$ cat config.mk
export PLATFORM = sky130hd
export DESIGN_NAME = dual_interval_timer
export DESIGN_NICKNAME = d
export VERILOG_FILES = /design/src/rtl/tmr_pkg.sv /design/src/rtl/tmr_bus_decode.sv /design/src/rtl/tmr_reload_unit.sv /design/src/rtl/tmr_interval_unit.sv /design/src/rtl/dual_interval_timer.sv
export SDC_FILE = /design/constraint.sdc
export NUM_CORES = 1
export LEC_CHECK = 0
export BUFFER_PORTS_ARGS = -buffer_cell sky130_fd_sc_hd__buf_4
export CAP_MARGIN = 40
export CELL_PAD_IN_SITES_DETAIL_PLACEMENT = 0
export CELL_PAD_IN_SITES_GLOBAL_PLACEMENT = 1
export CORE_MARGIN = 5
export CORE_UTILIZATION = 35
export DETAILED_ROUTE_END_ITERATION = 12
export PLACE_DENSITY_LB_ADDON = 0.25
export SLEW_MARGIN = 30
export SYNTH_ARGS = -nofsm -noshare
export SYNTH_HDL_FRONTEND = slang
export SYNTH_SLANG_ARGS = --single-unit
$ cat constraint.sdc
create_clock -name clk -period 2.8 [get_ports clk]
set_input_delay 0.42 -clock clk [delete_from_list [all_inputs] [get_ports clk]]
set_output_delay 0.42 -clock clk [all_outputs]
set_load 0.005 [all_outputs]
$ cat src/rtl/tmr_pkg.sv
package tmr_pkg;

    localparam int DATA_W = 8;
    localparam int ADDR_W = 4;
    localparam int CNT_W  = 2 * DATA_W;

    localparam logic [ADDR_W-1:0] A_T1_CNT_LO = 4'd4;
    localparam logic [ADDR_W-1:0] A_T1_CNT_HI = 4'd5;
    localparam logic [ADDR_W-1:0] A_T1_LAT_LO = 4'd6;
    localparam logic [ADDR_W-1:0] A_T1_LAT_HI = 4'd7;
    localparam logic [ADDR_W-1:0] A_T2_LO     = 4'd8;
    localparam logic [ADDR_W-1:0] A_T2_HI     = 4'd9;

    // Decoded one-cycle bus commands
    typedef struct packed {
        logic t1_lo_wr;     // address 4 or 6 write
        logic t1_start;     // address 5 write
        logic t1_hi_wr;     // address 7 write
        logic t2_lo_wr;     // address 8 write
        logic t2_hi_wr;     // address 9 write
        logic t1_rd_clr;    // address 4 read
        logic t2_rd_clr;    // address 8 read
    } bus_cmd_t;

    typedef enum logic [1:0] {
        TS_IDLE = 2'd0,
        TS_HOLD = 2'd1,
        TS_RUN  = 2'd2
    } tmr_state_t;

    function automatic logic [DATA_W-1:0] byte_of(input logic [CNT_W-1:0] v,
                                                   input logic           hi);
        return hi ? v[CNT_W-1:DATA_W] : v[DATA_W-1:0];
    endfunction

endpackage

$ cat src/rtl/tmr_bus_decode.sv
module tmr_bus_decode
    import tmr_pkg::*;
(
    input  logic              bus_sel,
    input  logic              bus_we,
    input  logic [ADDR_W-1:0] bus_addr,
    output bus_cmd_t          cmd
);
    logic wr, rd;

    always_comb begin
        wr = bus_sel & bus_we;
        rd = bus_sel & ~bus_we;
        cmd = '0;
        cmd.t1_lo_wr  = wr & ((bus_addr == A_T1_CNT_LO) | (bus_addr == A_T1_LAT_LO));
        cmd.t1_start  = wr & (bus_addr == A_T1_CNT_HI);
        cmd.t1_hi_wr  = wr & (bus_addr == A_T1_LAT_HI);
        cmd.t2_lo_wr  = wr & (bus_addr == A_T2_LO);
        cmd.t2_hi_wr  = wr & (bus_addr == A_T2_HI);
        cmd.t1_rd_clr = rd & (bus_addr == A_T1_CNT_LO);
        cmd.t2_rd_clr = rd & (bus_addr == A_T2_LO);
    end
endmodule

$ cat src/rtl/tmr_reload_unit.sv
module tmr_reload_unit
    import tmr_pkg::*;
#(
    parameter int DW = DATA_W,
    localparam int CW = 2 * DW
)(
    input  logic          clk,
    input  logic          rst,
    input  logic          lo_wr,
    input  logic          hi_wr,
    input  logic          start,
    input  logic [DW-1:0] wdata,
    input  logic          free_run,
    output logic [CW-1:0] cnt,
    output logic [CW-1:0] lat,
    output logic          flag_set
);
    tmr_state_t state;
    logic       armed;

    always_ff @(posedge clk) begin
        if (rst) begin
            lat      <= '0;
            cnt      <= '0;
            state    <= TS_IDLE;
            armed    <= 1'b0;
            flag_set <= 1'b0;
        end else begin
            flag_set <= 1'b0;
            if (lo_wr)
                lat[DW-1:0] <= wdata;
            if (hi_wr || start)
                lat[CW-1:DW] <= wdata;
            if (start) begin
                cnt   <= {wdata, lat[DW-1:0]};
                state <= TS_HOLD;
                armed <= 1'b1;
            end else begin
                case (state)
                    TS_HOLD: state <= TS_RUN;
                    TS_RUN: begin
                        if (cnt == '0) begin
                            cnt <= free_run ? lat : '1;
                            if (free_run || armed)
                                flag_set <= 1'b1;
                            if (!free_run)
                                armed <= 1'b0;
                        end else begin
                            cnt <= cnt - 1'b1;
                        end
                    end
                    default: state <= TS_IDLE;
                endcase
            end
        end
    end
endmodule

$ cat src/rtl/tmr_interval_unit.sv
module tmr_interval_unit
    import tmr_pkg::*;
#(
    parameter int DW = DATA_W,
    localparam int CW = 2 * DW
)(
    input  logic          clk,
    input  logic          rst,
    input  logic          lo_wr,
    input  logic          hi_wr,
    input  logic [DW-1:0] wdata,
    input  logic          count_mode,
    input  logic          pulse_in,
    output logic [CW-1:0] cnt,
    output logic          flag_set
);
    tmr_state_t  state;
    logic        armed;
    logic [DW-1:0] lat_lo;
    logic        pulse_q;
    logic        fall;
    logic        step;

    always_comb begin
        fall = pulse_q & ~pulse_in;
        step = count_mode ? fall : 1'b1;
    end

    always_ff @(posedge clk) begin
        if (rst) begin
            lat_lo   <= '0;
            cnt      <= '0;
            state    <= TS_IDLE;
            armed    <= 1'b0;
            pulse_q  <= 1'b0;
            flag_set <= 1'b0;
        end else begin
            flag_set <= 1'b0;
            pulse_q  <= pulse_in;
            if (lo_wr)
                lat_lo <= wdata;
            if (hi_wr) begin
                armed <= 1'b1;
                if (!count_mode) begin
                    cnt   <= {wdata, lat_lo};
                    state <= TS_HOLD;
                end else if (state == TS_IDLE) begin
                    state <= TS_RUN;
                end
            end else begin
                case (state)
                    TS_HOLD: state <= TS_RUN;
                    TS_RUN: begin
                        if (step) begin
                            cnt <= cnt - 1'b1;
                            if (armed && cnt == CW'(1)) begin
                                flag_set <= 1'b1;
                                armed    <= 1'b0;
                            end
                        end
                    end
                    default: state <= TS_IDLE;
                endcase
            end
        end
    end
endmodule

$ cat src/rtl/dual_interval_timer.sv
module dual_interval_timer
    import tmr_pkg::*;
(
    input  logic              clk,
    input  logic              rst,
    input  logic              bus_sel,
    input  logic              bus_we,
    input  logic [ADDR_W-1:0] bus_addr,
    input  logic [DATA_W-1:0] bus_wdata,
    output logic [DATA_W-1:0] bus_rdata,
    input  logic              t1_free_run,
    input  logic              t2_count_mode,
    input  logic              t2_pulse_in,
    output logic              t1_flag_set,
    output logic              t1_flag_clr,
    output logic              t2_flag_set,
    output logic              t2_flag_clr
);
    bus_cmd_t         cmd;
    logic [CNT_W-1:0] t1_cnt;
    logic [CNT_W-1:0] t1_lat;
    logic [CNT_W-1:0] t2_cnt;

    tmr_bus_decode u_dec (
        .bus_sel  (bus_sel),
        .bus_we   (bus_we),
        .bus_addr (bus_addr),
        .cmd      (cmd)
    );

    tmr_reload_unit #(.DW(DATA_W)) u_t1 (
        .clk      (clk),
        .rst      (rst),
        .lo_wr    (cmd.t1_lo_wr),
        .hi_wr    (cmd.t1_hi_wr),
        .start    (cmd.t1_start),
        .wdata    (bus_wdata),
        .free_run (t1_free_run),
        .cnt      (t1_cnt),
        .lat      (t1_lat),
        .flag_set (t1_flag_set)
    );

    tmr_interval_unit #(.DW(DATA_W)) u_t2 (
        .clk        (clk),
        .rst        (rst),
        .lo_wr      (cmd.t2_lo_wr),
        .hi_wr      (cmd.t2_hi_wr),
        .wdata      (bus_wdata),
        .count_mode (t2_count_mode),
        .pulse_in   (t2_pulse_in),
        .cnt        (t2_cnt),
        .flag_set   (t2_flag_set)
    );

    always_ff @(posedge clk) begin
        if (rst) begin
            t1_flag_clr <= 1'b0;
            t2_flag_clr <= 1'b0;
        end else begin
            t1_flag_clr <= cmd.t1_start | cmd.t1_hi_wr | cmd.t1_rd_clr;
            t2_flag_clr <= cmd.t2_hi_wr | cmd.t2_rd_clr;
        end
    end

    always_comb begin
        case (bus_addr)
            A_T1_CNT_LO: bus_rdata = byte_of(t1_cnt, 1'b0);
            A_T1_CNT_HI: bus_rdata = byte_of(t1_cnt, 1'b1);
            A_T1_LAT_LO: bus_rdata = byte_of(t1_lat, 1'b0);
            A_T1_LAT_HI: bus_rdata = byte_of(t1_lat, 1'b1);
            A_T2_LO:     bus_rdata = byte_of(t2_cnt, 1'b0);
            A_T2_HI:     bus_rdata = byte_of(t2_cnt, 1'b1);
            default:     bus_rdata = '0;
        endcase
    end
endmodule

# After elaboration in Yosys (flattened, before gate mapping)
# Cells that the tools add are included.
[classes] add_sub_neg=2 eq_ne=16 muxes=26 n_bitwise=20 reduce_logical=17
[ops] cell="16-bit two-way mux" count=8
[ops] cell="8-bit one-hot mux with 6 select lines" count=1
[ops] cell="16-bit by 1-bit subtractor with 16-bit output (second input constant)" count=2
[ops] cell="16-bit by 1-bit == test with 1-bit output (second input constant)" count=1
[ops] cell="4-bit by 3-bit == test with 1-bit output (second input constant)" count=4
[ops] cell="16-bit zero test" count=1
[ops] cell="1-bit two-way mux" count=12
[ops] cell="1-bit AND" count=10
[ops] cell="2-bit nonzero test" count=5
[ops] cell="3-bit AND reduction" count=3
[ops] cell="4-bit == test (second input constant)" count=2
[ops] cell="2-bit one-hot mux with 2 select lines" count=2
[ops] cell="4-bit OR reduction" count=2
[ops] cell="2-bit two-way mux" count=3
[ops] cell="2-bit by 1-bit != test with 1-bit output (second input constant)" count=3
[ops] cell="1-bit inverter" count=6
[ops] cell="2-bit by 1-bit == test with 1-bit output (second input constant)" count=2
[ops] cell="2-bit == test (second input constant)" count=2
[ops] cell="1-bit OR" count=4
[ops] cell="3-bit != test (second input constant)" count=1
[ops] cell="2-bit zero test" count=1
[ops] cell="1-bit logical OR" count=2
[ops] cell="2-bit != test (second input constant)" count=1
[ops] cell="2-bit AND reduction" count=1
[ops] cell="other kinds (2)" count=2
[totals] register_bits=67 input_bits=19 output_inout_bits=12 wordCells=96

# Longest topological paths before layout
# Gate-level depths: netlist of run 1.
[logic_depth] word_depth=6 mapped_depth=9 mapped_depth_nobuf=7

# Hierarchy
# A second synthesis of run 1 with hierarchy kept.
[hier_totals] cells_unflattened=496 hier_area_um2=4322.9
[by_module_without_submodules] mod="tmr_reload_unit" n_inst=1 cells_per_inst=249 area_per_inst_um2=2160.8 seq_area_each_um2=720.7
[by_module_without_submodules] mod="tmr_interval_unit" n_inst=1 cells_per_inst=188 area_per_inst_um2=1626.6 seq_area_each_um2=580.6
[by_module_without_submodules] mod="dual_interval_timer" n_inst=1 cells_per_inst=46 area_per_inst_um2=456.7 seq_area_each_um2=40.0
[by_module_without_submodules] mod="tmr_bus_decode" n_inst=1 cells_per_inst=13 area_per_inst_um2=78.8 seq_area_each_um2=0.0

# Worst setup path after synthesis of run 1
# OpenSTA, ideal clock, no wires.
[synth_timing] kind="register to register" start="reg u_t1.cnt[0]" end="reg u_t1.cnt[10]" t_arrival_ns=1.909 setup_slack_ns=0.803 path_stages_with_launch=9 period_less_slack_ns=1.997 path_cell_list="dfxtp_1 -> buf_6 -> inv_1 -> ha_1 -> or3b_1 -> buf_2 -> or3_1 -> a211o_1 -> a311oi_2"
[synth_via] elab_chain_cells=4 word_cells_on_any_way=5 cone_classes="add/sub: 1; mux: 3; reduce/logical: 1"
[synth_lines] item="start: declaration" line_no="tmr_reload_unit.sv:14" source="output logic [CW-1:0] cnt,"
[synth_lines] item="start signal: assignment" line_no="tmr_reload_unit.sv:35" source="cnt <= {wdata, lat[DW-1:0]};"
[synth_lines] item="start signal: assignment" line_no="tmr_reload_unit.sv:43" source="cnt <= free_run ? lat : '1;"
[synth_lines] item="start signal: assignment" line_no="tmr_reload_unit.sv:49" source="cnt <= cnt - 1'b1;"
[synth_lines] item="16-bit by 1-bit subtractor with 16-bit output / 16-bit zero test (equally long branches)" line_no="tmr_reload_unit.sv:49, tmr_reload_unit.sv:42"
[synth_lines] item="16-bit two-way mux (*)" line_no="tmr_reload_unit.sv:42" source="if (cnt == '0) begin"
[synth_lines] item="16-bit two-way mux (*)" line_no="tmr_reload_unit.sv:39" source="case (state)"
[synth_lines] item="16-bit two-way mux (*)" line_no="tmr_reload_unit.sv:34" source="if (start) begin"
# Every way passes the cells marked *; elsewhere a longest branch is shown, timed or not. The select of a mux whose other input is x is not followed.
# A chain may end at the register's enable or synchronous reset.

# Worst setup path after layout of run 1
[layout_timing] start="in bus_addr[0]" end="out bus_rdata[2]"
[layout_via] elab_chain_cells=2 word_cells_on_any_way=7 cone_classes="eq/ne: 6; mux: 1"
[layout_lines] item="start: declaration" line_no="dual_interval_timer.sv:8" source="input logic [ADDR_W-1:0] bus_addr,"
[layout_lines] item="4-bit == test / 4-bit by 3-bit == test with 1-bit output (equally long branches)" line_no="dual_interval_timer.sv:67" source="case (bus_addr)"
[layout_lines] item="8-bit one-hot mux with 6 select lines (*)" line_no="dual_interval_timer.sv:67"
[layout_lines] item="end: declaration" line_no="dual_interval_timer.sv:10" source="output logic [DATA_W-1:0] bus_rdata,"
# Every way passes the cells marked *; elsewhere a longest branch is shown, timed or not.

==> flow_summary.json, run 1 <==
{
  "syn-num-nets": 517,
  "power.total_uw": 2450,
  "synth-seq-cells": 67,
  "clock-skew-final_ns": 0.00695,
  "postSynthAreaPerCell_sq_um": 8.07,
  "power_switching_share_pct": 25.3,
  "clock_path_buffers": 2,
  "route.detailed.vias_per_inst": 5.86,
  "groute.usage.overall_pct": 20.7,
  "timing.critical_path.mode_cell": "sky130_fd_sc_hd__buf_4",
  "ioPinCount": 31,
  "numPortBuffers": 30,
  "detailedRoute.firstIterationViolations": 288,
  "post_cts_hold_buffer_count": 0,
  "number_of_antenna_violations_at_the_first_check_in_global_routing": 0,
  "synthesis.yosys.warnings": 0,
  "cts_htree_levels": 3,
  "rsz0062_at_grt": "no",
  "die_w_microns": 117,
  "setup_crit_end_kind": "output pin",
  "largest_net_degree_at_the_start_of_global_routing": 68,
  "cellInternalPower_uw": 1830,
  "worst_slew_pin_slew_ns": 0.752,
  "syn2layout_area_growth_pct": 16.0,
  "worst_slew_margin_rel_pct": 49.9,
  "combinational_family_with_the_most_area_after_synthesis": "compound AO/OA/AOI/OAI gates",
  "setup-tns-final_ns": 0,
  "synth_sequential_area_ratio_pct": 33.6,
  "rows": 39,
  "final.min_clock_period_ns": 2.27,
  "tritoncts": "built",
  "post_synth_inst_count": 494,
  "timing.critical_path.max_delay_family": "simple AND/OR/NAND/NOR gates",
  "power.share.clock_pct": 48.3,
  "synth_compound_area_share_pct": 24.5,
  "use_met2_pct": 33.4,
  "fmax_mhz": 440,
  "power.density_cell_area_mw_per_mm2": 529,
  "hold_violations": 0,
  "layout_commonest_cell": "sky130_fd_sc_hd__dfxtp_1",
  "setup_viol": 0,
  "synth.distinct_cells": 67,
  "worst_ir_drop_vdd_v": 0.000343,
  "timing.critical_path.slowest_stage_cell": "sky130_fd_sc_hd__nor2b_1",
  "seq_power_share_pct": 40.3,
  "die_area_sq_mm": 0.0136,
  "crit_arrival_ns": 1.85,
  "synth_ff_type": "sky130_fd_sc_hd__dfxtp_1",
  "synth_xor_xnor_area_share_pct": 1.98,
  "p_leak_uw": 0.00174,
  "cts_buffers": 9,
  "cts_resized": 0,
  "criticalPathCategory": "in -> out",
  "max_stage_delay_ns": 0.49,
  "power.net_switching_uw": 620,
  "first_global_vias": 3766,
  "drive_above_1_share_pct": 14.3,
  "share_of_the_cycle_needed_by_the_critical_path_after_routing_pct": 81.2,
  "detail-route-antenna-nets": 0,
  "worstSkewPairLatency_ns": 0.33,
  "count_of_flip_flops_with_a_built_in_enable_after_synthesis": 0,
  "layout_setup_ws_ns": 0.527,
  "cts.clk_slew.worst_paths_ns": 0.05,
  "post-cts-setup-buffer-count": 0,
  "pre_cts_ws_ns": 0.558,
  "timing.critical_path.fanout_max": 32,
  "crit_path_start_kind": "input port",
  "vias": 3876,
  "synth_adder_area_share_pct": 1.26,
  "top_usage_layer": "met2",
  "use_met3_pct": 3.73,
  "core_area_sq_mm": 0.0113,
  "antenna_fix_cells": 0,
  "first_pass_iters": 5,
  "min_path_type": "in -> reg",
  "worstPathBufferInverterCount": 2,
  "netlist_area_sq_mm": 0.00399,
  "synthArstFlopShare_pct": 0,
  "initial_core_util_pct": 35.4,
  "clock_tree.root_cell": "sky130_fd_sc_hd__clkbuf_16",
  "combinationalPowerShare_pct": 11.5,
  "avgRoutedWirePerCell_microns": 20.3,
  "simple_gate_fraction_of_synth_area_pct": 24.4,
  "detailed_placement_hpwl_microns": 9710,
  "worstPathCellList": "buf_4 -> nor2b_1 -> a22oi_1 -> o22ai_1 -> buf_4",
  "muxShareOfSynthArea_pct": 9.32,
  "wirelength_microns": 13400,
  "die_h_microns": 117,
  "status": "complete, no violations",
  "hold_slack_ns": 0.313,
  "overflow": 0,
  "n_fill_cell": 1175,
  "groute.layer.met1.usage_pct": 26.8,
  "nNetsFinal": 536,
  "max-cap-violations": 0,
  "clock_sinks": 67,
  "gpl.final_weighted_congestion": 0.894,
  "grt_pass1_wl_microns": 21300,
  "report.final.slew_viol_count": 0,
  "drc_errors": 0,
  "final_cell_mix": "67 x sky130_fd_sc_hd__dfxtp_1, 63 x sky130_fd_sc_hd__nor2_1, 41 x sky130_fd_sc_hd__buf_4",
  "required_ns": 2.38
}
[worst reg2reg max path, stage by stage (launching register included)]
cell,delay [ns]
sky130_fd_sc_hd__dfxtp_1,0.39
sky130_fd_sc_hd__inv_1,0.11
sky130_fd_sc_hd__ha_1,0.17
sky130_fd_sc_hd__or4b_1,0.55
sky130_fd_sc_hd__nor4_1,0.42
sky130_fd_sc_hd__nor2_1,0.21
sky130_fd_sc_hd__nor2_1,0.14
sky130_fd_sc_hd__a311oi_1,0.06
[Yosys cell counts (3+ instances only)]
cell type,n,area [sq um]
sky130_fd_sc_hd__or3_1,4,25.0
sky130_fd_sc_hd__nor2_1,63,236
sky130_fd_sc_hd__nor4_1,8,50.1
sky130_fd_sc_hd__ha_1,4,50.1
sky130_fd_sc_hd__a22o_1,3,26.3
sky130_fd_sc_hd__nand4b_1,3,26.3
sky130_fd_sc_hd__and3_1,8,50.1
sky130_fd_sc_hd__a32oi_1,3,26.3
sky130_fd_sc_hd__nand3_1,17,85.1
sky130_fd_sc_hd__nor3_1,14,70.1
sky130_fd_sc_hd__xnor2_1,4,35.0
sky130_fd_sc_hd__buf_2,9,45.0
sky130_fd_sc_hd__a22oi_1,13,97.6
sky130_fd_sc_hd__o21ai_0,19,95.1
sky130_fd_sc_hd__clkbuf_1,18,67.6
sky130_fd_sc_hd__o22ai_1,11,68.8
sky130_fd_sc_hd__nand2b_1,11,68.8
sky130_fd_sc_hd__o31ai_1,3,22.5
sky130_fd_sc_hd__a21o_1,5,37.5
sky130_fd_sc_hd__dfxtp_1,67,1340
sky130_fd_sc_hd__a31oi_1,7,43.8
sky130_fd_sc_hd__o211ai_1,6,45.0
sky130_fd_sc_hd__o21ai_1,17,85.1
sky130_fd_sc_hd__xor2_1,5,43.8
sky130_fd_sc_hd__a311oi_1,6,52.6
sky130_fd_sc_hd__mux2i_1,27,270
sky130_fd_sc_hd__inv_1,9,33.8
sky130_fd_sc_hd__nand2_1,33,124
sky130_fd_sc_hd__or4_1,3,22.5
sky130_fd_sc_hd__mux2_2,7,78.8
sky130_fd_sc_hd__buf_6,3,33.8
sky130_fd_sc_hd__a21oi_1,33,165
sky130_fd_sc_hd__nor2b_1,5,31.3
[per-stage QoR]
step	util, %	instances	area [sq um]
2_1_floorplan	-	494	3990
3_3_place_gp	38.3	645	4310
3_5_place_dp	38.3	645	4310
4_1_cts	41.0	661	4630
5_1_grt	41.0	661	4630
6_report	41.0	661	4630
[path summary, 6_finish.rpt]
path	slack, ns	from	depth (start not counted)	end
setup / recovery	0.53	bus_addr[0]	5	bus_rdata[2]
hold / removal	0.31	t2_pulse_in	2	u_t2.pulse_q
setup reg to reg	0.61	u_t1.cnt[0]	7	u_t1.cnt[5]
hold reg to reg	0.47	u_t2.lat_lo[0]	2	u_t2.cnt[0]
[power groups by stage]
stage	Combinational [uW]	Sequential, uW	Clock (uW)
2_1_floorplan	192	996	0
3_3_place_gp	277	1000	0
3_5_place_dp	279	1000	0
4_1_cts	280	984	1210
5_1_grt	310	986	1240
6_report	281	985	1180
[per-layer routing]
metal,part of all wire (%),wire (microns)
met3,4.7,630
met5,0,0
met2,48,6410
met4,3.5,473
met1,44,5910
[area by class of cell]
cell class | instances | area (sq um) | share of cell area (%)
clock inverters | 4 | 47.5 | 1.03
well taps | 143 | 179 | 3.87
inverters | 9 | 33.8 | 0.730
multi-input cells | 385 | 2450 | 53.0
repair buffers | 41 | 308 | 6.65
clock buffers | 12 | 267 | 5.76
flip-flops and latches | 67 | 1340 | 29.0
[flip-flops by register name, indices dropped and copies added, names as in the netlist]
| register | flops |
|---|---|
| u_t2.lat_lo | 8 |
| u_t1.state | 2 |
| u_t1.cnt | 16 |
| u_t1.lat | 16 |
| u_t2.cnt | 16 |
| u_t2.state | 2 |
| u_t2.flag_set | 1 |
| u_t1.armed | 1 |
| u_t1.flag_set | 1 |
| t1_flag_clr | 1 |
| u_t2.armed | 1 |
| t2_flag_clr | 1 |
| u_t2.pulse_q | 1 |
[cell families after synthesis]
family                     count (synthesis)
adders and majority gates                  4
xor gates and xnor gates                   9
AOI/OAI and AO/OA                        147
buffers and inverters                     42
and+or+nand+nor                          189
muxes                                     36
DFF                                       67
Note: power is estimated with default switching activity, not from simulation.
==> run 2: changes to the inputs <==
Clock period 2.8 ns to 1.95 ns, I/O delays scaled along.
==> flow_summary.json, run 2 (synthesized netlist as in run 1, its figures left out) <==
{
  "layout_commonest_cell": "sky130_fd_sc_hd__buf_4",
  "pre_cts_ws_ns": -0.0400,
  "first_pass_iters": 5,
  "tritoncts": "built",
  "worstSkewPairLatency_ns": 0.34,
  "numPortBuffers": 30,
  "hold_violations": 0,
  "worstPathCellList": "inv_2 -> ha_4 -> or3b_4 -> or3_4 -> o211ai_1 -> o2111ai_2 -> a21oi_1",
  "final.min_clock_period_ns": 1.93,
  "drive_above_1_share_pct": 25.8,
  "die_h_microns": 117,
  "p_leak_uw": 0.00203,
  "post_cts_hold_buffer_count": 0,
  "antenna_fix_cells": 0,
  "worst_hold_startpoint": "t2_pulse_in",
  "cp-startpoint": "u_t1.cnt[1]",
  "share_of_the_cycle_needed_by_the_critical_path_after_routing_pct": 99.1,
  "power.density_cell_area_mw_per_mm2": 691,
  "number_of_antenna_violations_at_the_first_check_in_global_routing": 0,
  "clock_tree.root_cell": "sky130_fd_sc_hd__clkbuf_16",
  "post_route_utilization_pct": 45.8,
  "worst_slew_pin_slew_ns": 0.674,
  "rsz0062_at_grt": "yes",
  "status": "complete, no violations",
  "crit_path_start_kind": "flip-flop",
  "first_global_vias": 3950,
  "overflow": 0,
  "placedInstanceArea_sq_mm": 0.00472,
  "cts_htree_levels": 3,
  "timing.critical_path.max_delay_family": "simple AND/OR/NAND/NOR gates",
  "timing.critical_path.fanout_max": 3,
  "syn2layout_area_growth_pct": 29.5,
  "initial_core_util_pct": 35.4,
  "largest_net_degree_at_the_start_of_global_routing": 41,
  "vias": 4112,
  "cts.clk_slew.worst_paths_ns": 0.06,
  "drc_errors": 0,
  "gpl.final_weighted_congestion": 0.894,
  "required_ns": 2.23,
  "criticalPathCategory": "reg -> reg",
  "worst_ir_drop_vdd_v": 0.000700,
  "clock_sinks": 67,
  "die_w_microns": 117,
  "setup_crit_end_kind": "flip-flop",
  "worstPathBufferInverterCount": 1,
  "die_area_sq_mm": 0.0136,
  "crit_arrival_ns": 2.21,
  "core_area_sq_mm": 0.0113,
  "worst_slew_margin_rel_pct": 54.9,
  "grt_pass1_wl_microns": 21900,
  "wirelength_microns": 14000,
  "rows": 39,
  "design_area_sq_mm": 0.00516,
  "max-cap-violations": 0,
  "final_cell_mix": "91 x sky130_fd_sc_hd__buf_4, 63 x sky130_fd_sc_hd__dfxtp_1, 62 x sky130_fd_sc_hd__nor2_1",
  "clock-skew-final_ns": 0.00673,
  "detail-route-antenna-nets": 0,
  "detailed_placement_hpwl_microns": 10600,
  "groute.usage.overall_pct": 21.5,
  "min_path_type": "in -> reg",
  "route.detailed.vias_per_inst": 5.77,
  "r2r_startpoint": "u_t1.cnt[1]",
  "top_regs": "u_t1.cnt x16, u_t1.lat x16, u_t2.cnt x16",
  "timing.critical_path.slowest_stage_cell": "sky130_fd_sc_hd__or3_4",
  "ioPinCount": 31,
  "detailedRoute.firstIterationViolations": 311,
  "report.final.slew_viol_count": 0,
  "cts_buffers": 9,
  "clock_path_buffers": 2,
  "setup_viol": 0,
  "avgRoutedWirePerCell_microns": 19.6,
  "fmax_mhz": 517,
  "nNetsFinal": 589,
  "layout_setup_ws_ns": 0.0172,
  "max_stage_delay_ns": 0.41
}
## run 2: changes by cell type in the layout (fill, tap and decap cells not counted), moves of 2 or more
cell                       delta
sky130_fd_sc_hd__dfxtp_1      -4
sky130_fd_sc_hd__inv_1        -2
sky130_fd_sc_hd__o21ai_1      +2
sky130_fd_sc_hd__nor4_4       +2
sky130_fd_sc_hd__or4_4        +2
sky130_fd_sc_hd__o21ai_0      -2
sky130_fd_sc_hd__or4_1        -2
sky130_fd_sc_hd__clkbuf_1     +2
sky130_fd_sc_hd__buf_4       +50
sky130_fd_sc_hd__dfxtp_2      +4
sky130_fd_sc_hd__ha_1         -2
sky130_fd_sc_hd__nor4_1       -2
sky130_fd_sc_hd__buf_12       +2
## run 2: repair_timing
item | CTS | global route
gates cloned | 0 | 0
resized for setup | 3 | 25
setup buffers | 0 | 4
pin swaps | 3 | 12
setup endpoints to repair | 8 | 20
## run 2: path summary, 6_finish.rpt
path / end / cells after the start / slack (ns)
setup / recovery: u_t1.cnt[12] / 7 / 0.02
hold / removal: u_t2.pulse_q / 2 / 0.18
setup reg to reg: u_t1.cnt[12] / 7 / 0.02
hold reg to reg: u_t1.armed / 2 / 0.47
## run 2: per-layer routing
metal / wire, microns / global-route usage (%)
met1: 5940 / 26.9
met2: 6860 / 35.5
met3: 751 / 5.23
met5: 0 / 0
met4: 455 / 8.26
## run 2: layout make-up
cell class / count / area (sq um)
Fill cell: 1121 / 6110
Multi-Input combinational cell: 385 / 2570
Sequential cell: 67 / 1350
Timing Repair Buffer: 94 / 734
Clock buffer: 13 / 260
Tap cell: 143 / 179
Inverter: 9 / 36.3
Clock inverter: 2 / 35.0
## run 2: worst register-to-register path, delay by kind of cell (launching register included)
family | cells | cell delay [ns]
DFF | 1 | 0.32
adders and majority gates | 1 | 0.13
buffers and inverters | 1 | 0.08
AOI/OAI and AO/OA | 3 | 0.55
and+or+nand+nor | 2 | 0.80
## run 2: power by group
part	internal (uW)	switching (uW)
Sequential	1390	21.6
Clock	1050	601
Combinational	215	288
## run 2: per-stage QoR
step                instances  total power [uW]  hold WS (ns)  TNS (ns)
floorplan                 494              1710         0.418   -0.0243
global placement          694              1900         0.455    -0.227
detailed placement        694              1900         0.464    -0.138
CTS                       709              3550         0.171         0
global route              713              3720         0.177    -0.222
finish                    713              3570         0.178         0
==> run 3: changes to the inputs <==
Settings changed: CORE_UTILIZATION 35 to 42, CTS_BUF_LIST set to sky130_fd_sc_hd__clkbuf_2 sky130_fd_sc_hd__clkbuf_4 sky130_fd_sc_hd__clkbuf_8.
==> flow_summary.json, run 3 (synthesized netlist as in run 1, its figures left out) <==
{
  "status": "complete, no violations",
  "grt_pass1_wl_microns": 22300,
  "worst_r2r_path_depth": 5,
  "cellInternalPower_uw": 2230,
  "clock_path_buffers": 2,
  "power.share.clock_pct": 38.7,
  "gpl.final_weighted_congestion": 0.931,
  "hold_end": "u_t2.pulse_q",
  "r2r_startpoint": "u_t1.cnt[0]",
  "die_h_microns": 107,
  "worstPathCellList": "buf_6 -> or4_4 -> or3_1 -> a21o_1 -> a311oi_2",
  "detail-route-antenna-nets": 0,
  "clock_tree.root_cell": "sky130_fd_sc_hd__clkbuf_8",
  "timing.hold.worst_path_depth": 2,
  "cts_buffers": 9,
  "wirelength_microns": 14200,
  "final.min_clock_period_ns": 1.90,
  "hold_slack_ns": 0.166,
  "cts_htree_levels": 3,
  "worst_slew_pin_slew_ns": 0.741,
  "worst_slew_margin_rel_pct": 50.4,
  "rsz0062_at_grt": "yes",
  "fmax_mhz": 526,
  "numPortBuffers": 30,
  "detailed_placement_hpwl_microns": 10500,
  "p_leak_uw": 0.00202,
  "ioPinCount": 31,
  "route.detailed.vias_per_inst": 6.05,
  "overflow": 0,
  "clock_sinks": 67,
  "setup-tns-final_ns": 0,
  "timing.critical_path.fanout_max": 7,
  "layout_commonest_cell": "sky130_fd_sc_hd__buf_4",
  "nNetsFinal": 596,
  "first_global_vias": 3963,
  "post_cts_hold_buffer_count": 0,
  "required_ns": 2.22,
  "initial_core_util_pct": 43.2,
  "vias": 4276,
  "number_of_antenna_violations_at_the_first_check_in_global_routing": 0,
  "max_stage_delay_ns": 0.61,
  "tritoncts": "built",
  "rows": 35,
  "antenna_fix_cells": 0,
  "setup.reg_to_reg.worst_slack_ns": 0.05,
  "groute.usage.overall_pct": 25.0,
  "min_path_type": "in -> reg",
  "worst_hold_startpoint": "t2_pulse_in",
  "crit_arrival_ns": 2.17,
  "largest_net_degree_at_the_start_of_global_routing": 40,
  "power.density_cell_area_mw_per_mm2": 618,
  "share_of_the_cycle_needed_by_the_critical_path_after_routing_pct": 97.4,
  "cts.clk_slew.worst_paths_ns": 0.08,
  "report.final.slew_viol_count": 0,
  "combinationalPowerShare_pct": 16.4,
  "criticalPathCategory": "reg -> reg",
  "drive_above_1_share_pct": 26.3,
  "core_area_sq_mm": 0.00924,
  "setup_crit_end_kind": "flip-flop",
  "worstSkewPairLatency_ns": 0.35,
  "timing.rr.end": "u_t1.cnt[9]",
  "top_regs": "u_t1.cnt x16, u_t1.lat x16, u_t2.cnt x16",
  "die_area_sq_mm": 0.0115,
  "die_w_microns": 107,
  "detailedRoute.firstIterationViolations": 376,
  "first_pass_iters": 5,
  "final_cell_mix": "99 x sky130_fd_sc_hd__buf_4, 64 x sky130_fd_sc_hd__dfxtp_1, 62 x sky130_fd_sc_hd__nor2_1",
  "timing.critical_path.slowest_stage_cell": "sky130_fd_sc_hd__or4_4",
  "syn2layout_area_growth_pct": 27.1,
  "pre_cts_ws_ns": -0.0734,
  "crit_path_start_kind": "flip-flop",
  "avgRoutedWirePerCell_microns": 20.1,
  "max-cap-violations": 0,
  "power.total_uw": 3130,
  "seq_power_share_pct": 45.0,
  "power.net_switching_uw": 896,
  "clock-skew-final_ns": 0.0121,
  "hold_violations": 0,
  "setup_viol": 0,
  "drc_errors": 0,
  "layout_setup_ws_ns": 0.0502,
  "worst_ir_drop_vdd_v": 0.000549,
  "power_switching_share_pct": 28.6
}
-- run 3: cell count changes in the layout (fill, tap and decap cells not counted), moves of 2 or more --
| cell | previous run | this run |
|---|---|---|
| sky130_fd_sc_hd__buf_12 | 2 | 0 |
| sky130_fd_sc_hd__buf_4 | 91 | 99 |
| sky130_fd_sc_hd__nor4_2 | 2 | 0 |
| sky130_fd_sc_hd__clkinv_2 | 1 | 3 |
| sky130_fd_sc_hd__clkinvlp_4 | 0 | 2 |
| sky130_fd_sc_hd__clkbuf_8 | 2 | 10 |
| sky130_fd_sc_hd__clkbuf_16 | 9 | 0 |
| sky130_fd_sc_hd__clkbuf_1 | 2 | 0 |
-- run 3: repair_timing --
| item | CTS | global route |
|---|---|---|
| pin swaps | 5 | 10 |
| endpoints found under the setup margin | 12 | 19 |
| buffers inserted | 3 | 5 |
| resized for setup | 5 | 20 |
-- run 3: routing by layer --
| layer | share of wire [%] | up-vias | wire length, microns | global-route usage (%) |
|---|---|---|---|---|
| met5 | 0 | - | 0 | 0 |
| met4 | 1.5 | 0 | 208 | 6.13 |
| met3 | 8.4 | 17 | 1200 | 5.46 |
| met2 | 43 | 191 | 6150 | 36.8 |
| met1 | 47 | 2064 | 6650 | 36.8 |
| li1 | - | 2004 | - | - |
-- run 3: how the worst max path moves through the flow --
stage                     slack (ns)            to   startpoint  cells after the start
after floorplan                -0.02  u_t1.cnt[10]  u_t1.cnt[0]                      8
after global placement         -0.04   u_t1.cnt[5]  u_t1.cnt[1]                      7
after detailed placement       -0.07   u_t1.cnt[3]  u_t1.cnt[1]                      7
after CTS                     0.0005  u_t1.cnt[10]  u_t1.cnt[0]                      6
after global routing           -0.04  u_t1.cnt[14]  u_t1.cnt[1]                      6
final                           0.05   u_t1.cnt[9]  u_t1.cnt[0]                      5
-- run 3: cell type report --
type                    instances  area [sq um]
inverters                       9          40.0
clock inverters                 5          52.6
well taps                     129           161
repair buffers                101           766
clock buffers                  11           145
flip-flops and latches         67          1350
multi-input cells             385          2560
fillers                       928          4170
-- run 3: power groups by stage --
stage                     Sequential [uW]  Clock (uW)  Combinational, uW
after CTS                            1410        1230                472
after global placement               1440           0                458
after floorplan                      1430           0                278
after detailed placement             1440           0                463
final                                1410        1210                512
after global routing                 1410        1300                551
-- run 3: worst max-delay path, delay by kind of cell (launching register included) --
| family | cells | cell delay (ns) |
|---|---|---|
| buffers and inverters | 1 | 0.11 |
| flip-flops | 1 | 0.35 |
| AND/OR/NAND/NOR | 2 | 1.00 |
| AO/OA/AOI/OAI | 2 | 0.35 |
-- run 3: metrics by stage --
stage / utilization, % / cell area [sq um] / std cells
after global placement: 50.9 / 4700 / 683
after detailed placement: 50.9 / 4700 / 683
after floorplan: - / 4010 / 494
after CTS: 53.5 / 4940 / 702
final: 54.8 / 5070 / 707
after global routing: 54.8 / 5070 / 707
